File: src/rtl/pwm_tst_chan.sv
module pwm_tst_chan #(
  parameter int CW  = 8,
  parameter int PSW = 3
) (
  input  logic          clk,
  input  logic          rst_n,
  input  logic [2:0]    addr,
  input  logic [CW-1:0] wdata,
  input  logic          wr,
  output logic [CW-1:0] rdata,
  input  logic          mode_n,
  input  logic          bg_dbg,
  output logic          pwm_out
);
  localparam int PREW = (1 << PSW) - 1;
  localparam int SCW  = CW + 1;

  logic           en_q, sel_q;
  logic [PSW-1:0] ps_q;
  logic [CW-1:0]  scl_a, scl_b, cnt_q, per_q, duty_q;
  logic [5:0]     tst_q;
  logic [PREW-1:0] pre_q;
  logic [SCW-1:0] sc_q;

  wire keep_cnt = tst_q[5];
  wire no_match = tst_q[4];
  wire no_sload = tst_q[3];
  wire bg_stop  = tst_q[2];

  wire run = en_q && !(bg_stop && bg_dbg);
  wire [PREW:0]   one_sh = (PREW+1)'(1) << ps_q;
  wire [PREW-1:0] pmask  = PREW'(one_sh - 1'b1);
  wire ptick = run && ((pre_q & pmask) == pmask);
  wire stick = ptick && (sc_q <= SCW'(1));
  wire [CW-1:0] sel_scl = sel_q ? scl_b : scl_a;
  wire wr_cnt = wr && (addr == 3'd3);
  wire wr_scl = wr && (addr == 3'd1 || addr == 3'd2);
  wire match  = (cnt_q == per_q) && !no_match;

  function automatic logic [SCW-1:0] reload(input logic [CW-1:0] v);
    return (v == '0) ? (SCW'(1) << CW) : {1'b0, v};
  endfunction

  always_ff @(posedge clk) begin
    if (!rst_n) begin
      en_q <= 1'b0; sel_q <= 1'b0; ps_q <= '0;
      scl_a <= '0; scl_b <= '0; per_q <= '0; duty_q <= '0;
      tst_q <= '0; pre_q <= '0; sc_q <= '0; cnt_q <= '0;
    end else begin
      if (wr) begin
        case (addr)
          3'd0: {ps_q, sel_q, en_q} <= wdata[PSW+1:0];
          3'd1: scl_a <= wdata;
          3'd2: scl_b <= wdata;
          3'd4: per_q <= wdata;
          3'd5: duty_q <= wdata;
          default: ;
        endcase
      end

      if (mode_n) tst_q <= '0;
      else if (wr && addr == 3'd7) tst_q <= wdata[7:2];

      if (!en_q) pre_q <= '0;
      else if (run) pre_q <= pre_q + 1'b1;

      if (wr_scl && !no_sload) sc_q <= reload(wdata);
      else if (ptick) sc_q <= (sc_q <= SCW'(1)) ? reload(sel_scl) : sc_q - 1'b1;

      if (wr_cnt) begin
        if (!keep_cnt) cnt_q <= '0;
      end else if (stick) begin
        cnt_q <= match ? '0 : cnt_q + 1'b1;
      end
    end
  end

  always_comb begin
    case (addr)
      3'd0: rdata = CW'({ps_q, sel_q, en_q});
      3'd1: rdata = scl_a;
      3'd2: rdata = scl_b;
      3'd3: rdata = cnt_q;
      3'd4: rdata = per_q;
      3'd5: rdata = duty_q;
      3'd7: rdata = CW'({tst_q, 2'b00});
      default: rdata = '0;
    endcase
  end

  assign pwm_out = en_q && (cnt_q < duty_q);
endmodule


File: config.mk
export PLATFORM = sky130hd
export DESIGN_NAME = pwm_tst_chan
export DESIGN_NICKNAME = d
export VERILOG_FILES = /design/src/rtl/pwm_tst_chan.sv
export SDC_FILE = /design/constraint.sdc
export NUM_CORES = 1
export LEC_CHECK = 0
export ABC_AREA = 1
export BUFFER_PORTS_ARGS = -buffer_cell sky130_fd_sc_hd__buf_2
export CAP_MARGIN = 20
export CORE_UTILIZATION = 40
export CTS_CLUSTER_DIAMETER = 30
export DETAILED_ROUTE_END_ITERATION = 7
export SLEW_MARGIN = 40
export SYNTH_ARGS = -nofsm -noshare
export SYNTH_HDL_FRONTEND = slang
export SYNTH_SLANG_ARGS = --single-unit
File: constraint.sdc
create_clock -name clk -period 1.95 [get_ports clk]
set_input_delay 0.0975 -clock clk [delete_from_list [all_inputs] [get_ports clk]]
set_output_delay 0.0975 -clock clk [all_outputs]
set_load 0.1 [all_outputs]
After elaboration in Yosys (flattened, before gate mapping):

Cells that the tools add are included.

* flip-flop bits (word level): 67
* input port bits: 16
* output and inout port bits: 9
* word-level logic and storage cells: 67

* $add $sub $neg: 4
* $lt $le $gt $ge: 2
* equal/unequal tests: 9
* shifts and indexed selects: 1
* mux-type cells: 11
* bitwise gates (word level): 2
* reductions and logical operators: 27

Operators with widths (number)
* 8-bit case mux with 7 select lines: 1
* 9-bit two-way mux: 5
* 8-bit two-way mux: 5
* 8-bit logical NOT: 2
* 2-bit AND reduction: 7
* 1-bit logical AND: 10
* 3-bit == test (second input constant): 3
* 9-bit by 1-bit less-or-equal comparator with 1-bit output (second input constant): 1
* 9-bit by 1-bit subtractor with 9-bit output (second input constant): 1
* 8-bit by 1-bit adder with 8-bit output (second input constant): 1
* 8-bit == test: 1
* 8-bit less-than comparator: 1
* 7-bit by 1-bit adder with 7-bit output (second input constant): 1
* 7-bit AND: 1
* 7-bit == test: 1
* 1-bit by 3-bit left shift with 7-bit output (first input constant): 1
* 7-bit by 1-bit subtractor with 7-bit output (second input constant): 1
* 3-bit by 2-bit == test with 1-bit output (second input constant): 2
* 2-bit nonzero test: 2
* 3-bit by 1-bit == test with 1-bit output (second input constant): 1
* 1-bit logical NOT: 3
* 3-bit logical NOT: 1
* 2-bit != test (second input constant): 1
* 2-bit OR reduction: 1
* other kinds (2): 2

Longest topological paths before layout:

Gate-level depths: netlist of run 1.

* depth in word-level cells: 8
* gate-level depth with buffers: 12

Worst setup path after synthesis of run 1:

Ideal clock, no wire load.

* kind: reg-to-output
* from: register duty_q[7]
* to: output port pwm_out
* arrival: 2.890 ns
* data required time: 1.852 ns
* setup slack: -1.037 ns
* stages on the path, launching flop included: 6
* buffers on the path: 0
* cell sequence: dfxtp_1 > inv_1 > ha_1 > a21oi_1 > o21ai_0 > nor3_1

* longest elaborated chain between the ends: 2

Ends and longest elaborated chain
* start, declared: RTL line 20 `logic [CW-1:0] scl_a, scl_b, cnt_q, per_q, duty_q;`
* start signal, assigned: RTL line 56 `3'd5: duty_q <= wdata;`
* 8-bit less-than comparator: RTL line 91 `assign pwm_out = en_q && (cnt_q < duty_q);`
* 1-bit logical AND: RTL line 91
* end, declared: RTL line 13 `output logic pwm_out`

No other way between the ends.

Worst setup path in the final report of run 1:

* from: register cnt_q[7]
* to: output port rdata[7]

* longest elaborated chain between the ends: 1

Ends and longest elaborated chain
* start, declared: RTL line 20
* start signal, assigned: RTL line 73 `cnt_q <= match ? '0 : cnt_q + 1'b1;`
* 8-bit case mux with 7 select lines: RTL line 79 `case (addr)`
* end, declared: RTL line 10 `output logic [CW-1:0] rdata,`

No other way between the ends.

==> results of run 1 <==
## kinds of logic after synthesis
| logic type | after synthesis | synth area share (%) |
|---|---|---|
| XOR/XNOR | 10 | 2.23 |
| adder cells (fa/ha/maj) | 11 | 3.51 |
| AND/OR/NAND/NOR | 240 | 28.0 |
| flip-flops | 67 | 34.2 |
| AO/OA/AOI/OAI | 158 | 22.2 |
| buffers and inverters | 93 | 9.91 |
## cells in the final DEF (no fill, tap or decap), types with 2 or more instances in the layout
| cell type | synthesis | routed |
|---|---|---|
| nor2_2 | 9 | 9 |
| or2_2 | 2 | 2 |
| inv_1 | 71 | 71 |
| nand3_4 | 2 | 3 |
| nand2_2 | 4 | 4 |
| buf_4 | 0 | 7 |
| nor2_1 | 54 | 54 |
| nand3b_1 | 2 | 2 |
| nor4_1 | 3 | 3 |
| a21oi_1 | 65 | 65 |
| a221oi_1 | 2 | 2 |
| o21ai_0 | 66 | 65 |
| nand2_1 | 117 | 117 |
| o22ai_1 | 5 | 5 |
| o21a_1 | 2 | 2 |
| a21oi_2 | 2 | 2 |
| nand4_1 | 3 | 3 |
| o2111ai_2 | 0 | 4 |
| ha_1 | 11 | 11 |
| nand2_4 | 2 | 2 |
| dfxtp_1 | 67 | 65 |
| xor2_1 | 8 | 8 |
| inv_2 | 6 | 6 |
| dfxtp_2 | 0 | 2 |
| nor3_1 | 4 | 3 |
| nand3_1 | 33 | 33 |
| buf_2 | 6 | 22 |
| clkinv_2 | 0 | 3 |
| a22oi_1 | 5 | 5 |
| xnor2_1 | 2 | 2 |
| clkbuf_8 | 1 | 11 |
| o211ai_1 | 2 | 2 |
## final timing paths
| check | startpoint | endpoint | cells past startpoint |
|---|---|---|---|
| min | mode_n | tst_q[0] | 4 |
| max | cnt_q[7] | rdata[7] | 5 |
| min reg2reg | pre_q[2] | pre_q[2] | 2 |
| max reg2reg | sc_q[1] | sc_q[1] | 12 |
## state kept, by name, summed over array words and instances (netlist names)
| register | flops |
|---|---|
| sc_q | 9 |
| sel_q | 1 |
| scl_a | 8 |
| ps_q | 3 |
| en_q | 1 |
| scl_b | 8 |
| per_q | 8 |
| duty_q | 8 |
| cnt_q | 8 |
| pre_q | 7 |
| tst_q | 6 |
## synthesized netlist by cell type, types with 3 or more instances
cell type	number	share of area [%]
nor2_1	54	5.2
nand2_1	117	11
dfxtp_1	67	34
o21ai_0	66	8.4
nor2_2	9	1.4
o2111ai_1	4	0.89
a21oi_1	65	8.3
clkbuf_1	6	0.57
xor2_1	8	1.8
a22oi_1	5	0.96
nor4_1	3	0.48
ha_1	11	3.5
inv_1	71	6.8
nand3_1	33	4.2
buf_2	6	0.76
inv_2	6	0.57
nor3_1	4	0.51
nand4_1	3	0.48
o22ai_1	5	0.80
nand2_2	4	0.64
## critical path, delay by kind of cell (launching register included)
family	cells	cell delay, ps
AO/OA/AOI/OAI	3	460
flip-flops	1	400
buffers and inverters	2	590
## what timing repair did
action,CTS,global route
setup buffers,0,0
setup endpoints to repair,0,3
hold buffers,0,0
endpoints found under the hold margin,0,0
resized for setup,0,4
## per-layer routing
metal / GRT usage (%) / part of all wire [%] / wire [um] / up-vias
met5: 0 / 0 / 0 / -
met4: 9.25 / 2.2 / 247 / 0
met3: 3.40 / 6.7 / 761 / 24
met2: 37.7 / 43 / 4910 / 132
met1: 35.0 / 48 / 5480 / 1747
li1: - / - / - / 1979
## cell type report
| type | count | area, um^2 |
|---|---|---|
| Clock inverter | 3 | 15.0 |
| Fill cell | 1033 | 4950 |
| Sequential cell | 67 | 1340 |
| Multi-Input combinational cell | 419 | 2250 |
| Inverter | 79 | 312 |
| Timing Repair Buffer | 31 | 190 |
| Clock buffer | 11 | 151 |
| Tap cell | 129 | 161 |
## power by group through the flow
stage | logic [W] | registers (W) | clock network [W]
floorplan | 0.000511 | 0.00148 | 0
global placement | 0.000671 | 0.00150 | 0
detailed placement | 0.000677 | 0.00150 | 0
CTS | 0.000680 | 0.00147 | 0.00107
global route | 0.000770 | 0.00148 | 0.00112
finish | 0.000685 | 0.00147 | 0.00105
## stage by stage
stage | util (%) | std cells
after floorplan | - | 579
after global placement | 45.3 | 725
final | 47.2 | 739
after detailed placement | 45.3 | 725
after global routing | 47.2 | 739
after CTS | 47.1 | 739
==> impl_results.md, run 1 <==
- Status: finished clean
- Overflow after GRT: 0
- Top_reg_cell synth: dfxtp_1
- Max_slew headroom: 67.5%
- Data required, critical path: 1850 ps
- Syn. warnings: 0
- Port bufs: 24
- GRT Overall Usage: 24.6%
- DRC Markers: 0
- Synth-to-layout area growth: 12.6%
- VDD IR max: 395 uV
- Max-Cap Viols: 0
- Net switching power: 0.00106 W
- Skew-Pair Late Insertion Delay: 350 ps
- Post-Syn Nets: 606
- P_int: 0.00214 W
- Cell Chain, Critical Path: inv_1, o22ai_1, a21oi_1, o211ai_1, buf_2
- Crit path max fanout: 5
- CTS H-tree depth: 3
- Worst setup margin: 51.8 ps
- Via count: 3882
- Yosys cell types: 43
- Worst-Margin Slew: 491 ps
- Register area share after synthesis: 34.2%
- Number of synthesized flops with an enable pin: 0
- Placed cell areas: 4250 um^2
- Comb power frac: 21.4%
- CP max stage cell: buf_2
- Post-DRT Antenna Nets: 0
- GP Congestion: 0.885
- Mean Syn Cell Area: 6.78 um^2
- Yosys reg bits: 67
- Pre-CTS WS: 246 ps
- Element type at the critical path start: flop
- Initial antenna violation count: 0
- First-pass GRT wire length: 19.1 mm
- CTS buffer count: 9
- Hpwl dp: 8.60 mm
- Iteration count of the initial detailed-routing pass: 5
- Slowest stage delay, CP: 450 ps
- RSZ-0062 raised after global routing: false
- Die area: 10200 um^2
- Starting DRT DRC Count: 283
- Clock network fraction of total power: 32.6%
- Endpoints failing hold: 0
- Fmax: 0.527 GHz
- Total chip power: 0.00321 W
- Share of layout cells above drive strength 1: 14.3%
- Placeable Area: 9370 um^2
- Clock Path Buffers: 2
- Fin area: 4420 um^2
- CTS tree: yes
- Mapped Area: 3930 um^2
- Worst Hold Class: in -> reg
- Final net count: 634
- PwrDens: 726 nW/um^2
- Tmin final: 1900 ps
- Initial Util: 41.9%
- Clock Pin Slew Worst Setup and Hold Paths: 70 ps
- Leakage: 1.86 nW
- Worst Skew: 11.9 ps
- Clock sink count: 67
- Die W: 101 um
- Via density: 5.25
- Site row count: 35
- Die Y: 101 um
- Num ports: 25
- Critical path endpoint category: output pin
- Post-synthesis instance total: 579
- CTS Root Cell: clkbuf_8
- Tcrit/Tclk final: 97.3%
- Antenna Cells: 0
- Largest net degree at the start of global routing: 27
- Final setup vio count: 0
- CP arrival: 1800 ps
- Post-synthesis async set-or-reset flop share: 0%
- Worst setup path class: reg -> out
- TNS Setup: 0 ps
- R2r setup slk: 280 ps
- DR WL/cell: 15.4 um
- Min Hold Slack: 66.9 ps
- Seq pwr share: 46.0%
- Vias in the first global route: 3737
- Post-Route WL: 11.4 mm
- Switch share: 33.1%
- Max Slew Vio Count: 0
Power figures use the tool's default switching activity.
==> run 2, diff against run 1 <==
Settings changed: ABC_AREA 1 to 0.
==> impl_results.md, run 2 <==
- Biggest register: sc_q
- Final setup vio count: 1
- DR WL/cell: 17.3 um
- CTS tree: yes
- Slowest stage delay, CP: 350 ps
- Register area share after synthesis: 34.5%
- Fin area: 4670 um^2
- Vias in the first global route: 3499
- Max_slew headroom: 64.4%
- Fmax: 0.508 GHz
- Hpwl dp: 8.58 mm
- Worst Skew: 5.79 ps
- Yosys cell types: 55
- Final net count: 568
- Clock Path Buffers: 2
- RSZ-0062 raised after global routing: true
- Max-Cap Viols: 0
- Mean Syn Cell Area: 7.81 um^2
- Critical path endpoint category: output pin
- GRT Overall Usage: 24.4%
- VDD IR max: 403 uV
- Worst Hold Class: in -> reg
- GP Congestion: 0.897
- Number of flip-flops under the largest register name: 9
- Die Y: 101 um
- Post-synthesis async set-or-reset flop share: 0%
- Mapped Area: 3880 um^2
- Worst path most repeated cell: a21o_1
- CP arrival: 1870 ps
- CP max stage cell: dfxtp_2
- Failing checks: setup timing
- DRC Markers: 0
- Yosys reg bits: 67
- Total chip power: 0.00301 W
- First-pass GRT wire length: 18.5 mm
- PwrDens: 645 nW/um^2
- Area leader, netlist: dfxtp_1
- Die area: 10100 um^2
- Top_reg_cell synth: dfxtp_1
- Top-area cell type share of the netlist area: 34.5%
- Post-synthesis instance total: 497
- Worst setup path class: reg -> out
- Clock sink count: 67
- Crit path max fanout: 2
- Starting DRT DRC Count: 254
- Leakage: 1.78 nW
- CP Buf/Inv Count: 2
- Post-Syn Nets: 524
- Clock Pin Slew Worst Setup and Hold Paths: 80 ps
- Largest net degree at the start of global routing: 39
- Initial Util: 41.6%
- CTS Root Cell: clkbuf_8
- Tcrit/Tclk final: 101%
- Post-DRT Antenna Nets: 0
- CTS buffer count: 9
- Via count: 3798
- Antenna Cells: 0
- Syn. warnings: 0
- Status: complete, but fails checks
- Most common cell in the netlist: nand2_1
- Site row count: 35
- Share of layout cells above drive strength 1: 20.5%
- Hold buffer count at cts: 0
- Overflow after GRT: 0
- Num ports: 25
- Worst setup margin: -17.0 ps
- Filler cells: 909
- Number of synthesized flops with an enable pin: 0
- Max Slew Vio Count: 0
- Most frequent cells in the layout: nand2_1 (104), dfxtp_1 (64), a21oi_1 (60)
- Die W: 101 um
- Iteration count of the initial detailed-routing pass: 5
- Placeable Area: 9330 um^2
- CTS H-tree depth: 3
- Reg area: 1350 um^2
- Multi-input gate area: 2480 um^2
- Commonest non-fill, non-tap cell in the layout: nand2_1
- Skew-Pair Late Insertion Delay: 360 ps
- Cell family contributing the most delay on the critical path: compound AO/OA/AOI/OAI gates
- Post-Route WL: 11.7 mm
- Synth top cells by count: nand2_1 (105), dfxtp_1 (67), a21oi_1 (60)
- Cell Chain, Critical Path: inv_2, ha_4, a21o_1, a21o_1, a211oi_2, o211ai_1, nand2_2, buf_12
- Worst-Margin Slew: 531 ps
- Element type at the critical path start: flop
- Data required, critical path: 1850 ps
- Tmin final: 1970 ps
- Endpoints failing hold: 0
- Synth-to-layout area growth: 20.2%
- Port bufs: 24
- Via density: 5.63
- Initial antenna violation count: 0
- Synth top area cells: dfxtp_1 (35%), nand2_1 (10%), a21oi_1 (7.7%)
- Placed cell areas: 4440 um^2
-- run 2: cell count changes in the layout (fill, tap and decap cells not counted), sizes merged, moves of 10 or more --
cell   previous run  this run
o21ai            66        17
inv              78        13
nand2           124       105
mux2i             0        20
nor2             64        32
buf              30        60
xor2              8        18
nand3            36        12
nor2b             0        10
-- run 2: cells by family (layout without fill, tap and decap cells) --
| kind of cell | Yosys count | count (layout) | share of synthesized area (%) |
|---|---|---|---|
| flops | 67 | 67 | 34.5 |
| xor+xnor | 19 | 19 | 4.28 |
| mux | 28 | 28 | 8.34 |
| simple gates | 208 | 208 | 25.2 |
| compound gates | 124 | 124 | 20.0 |
| buf+inv | 40 | 89 | 4.16 |
| fa+ha+maj | 11 | 11 | 3.54 |
-- run 2: worst reg2reg max path: stages, from the launching register on --
cell and delay [ps]:
dfxtp_1 370, a21boi_0 180, o41ai_4 490, buf_4 210
nand4_4 150, nor4_2 320, a21o_1 110
-- run 2: repair_timing --
action / CTS / global route
endpoints found under the hold margin: 0 / 0
pin swaps: 5 / 0
setup buffers: 1 / 0
endpoints found under the setup margin: 2 / 13
resized for setup: 6 / 7
-- run 2: layer usage --
layer / vias to the layer above / track usage (%) / share of wire [%]
met5: - / 0 / 0
met4: 0 / 10.9 / 3.2
met3: 30 / 4.44 / 5.4
met2: 135 / 38.8 / 46
met1: 1796 / 32.4 / 46
li1: 1837 / - / -
-- run 2: worst paths after layout --
| path | startpoint | endpoint | slack (ps) | cells past startpoint |
|---|---|---|---|---|
| worst max-delay path | duty_q[1] | pwm_out | -20 | 8 |
| worst min-delay path | bg_dbg | pre_q[1] | 30 | 3 |
| worst max register to register | ps_q[1] | cnt_q[5] | 70 | 6 |
| worst min register to register | duty_q[6] | duty_q[6] | 470 | 2 |
-- run 2: stage by stage --
step | TNS, ps | cells | utilization (%) | worst slack (ps) | hold slack, ps
CTS | -30.8 | 675 | 49.7 | -30.8 | 13.7
floorplan | -514 | 497 | - | -283 | 233
global route | -107 | 675 | 50.0 | -99.9 | 54.1
finish | -17.0 | 675 | 50.0 | -17.0 | 29.0
global placement | 0 | 658 | 47.6 | 74.5 | 385
detailed placement | 0 | 658 | 47.6 | 22.2 | 397
-- run 2: where the power goes --
group          switching, W  internal (W)  leakage, nW
sequential        0.0000360       0.00140        0.543
clock              0.000596      0.000453       0.0770
combinational      0.000332      0.000196         1.16
total              0.000964       0.00204         1.78
-- run 2: area by class of cell --
type                            instances  share of cell area [%]
Clock buffer                            9                    2.65
Multi-Input combinational cell        390                    53.1
Timing Repair Buffer                   60                    9.97
Sequential cell                        67                    28.8
Clock inverter                          7                   0.965
Tap cell                              129                    3.46
Inverter                               13                    1.05
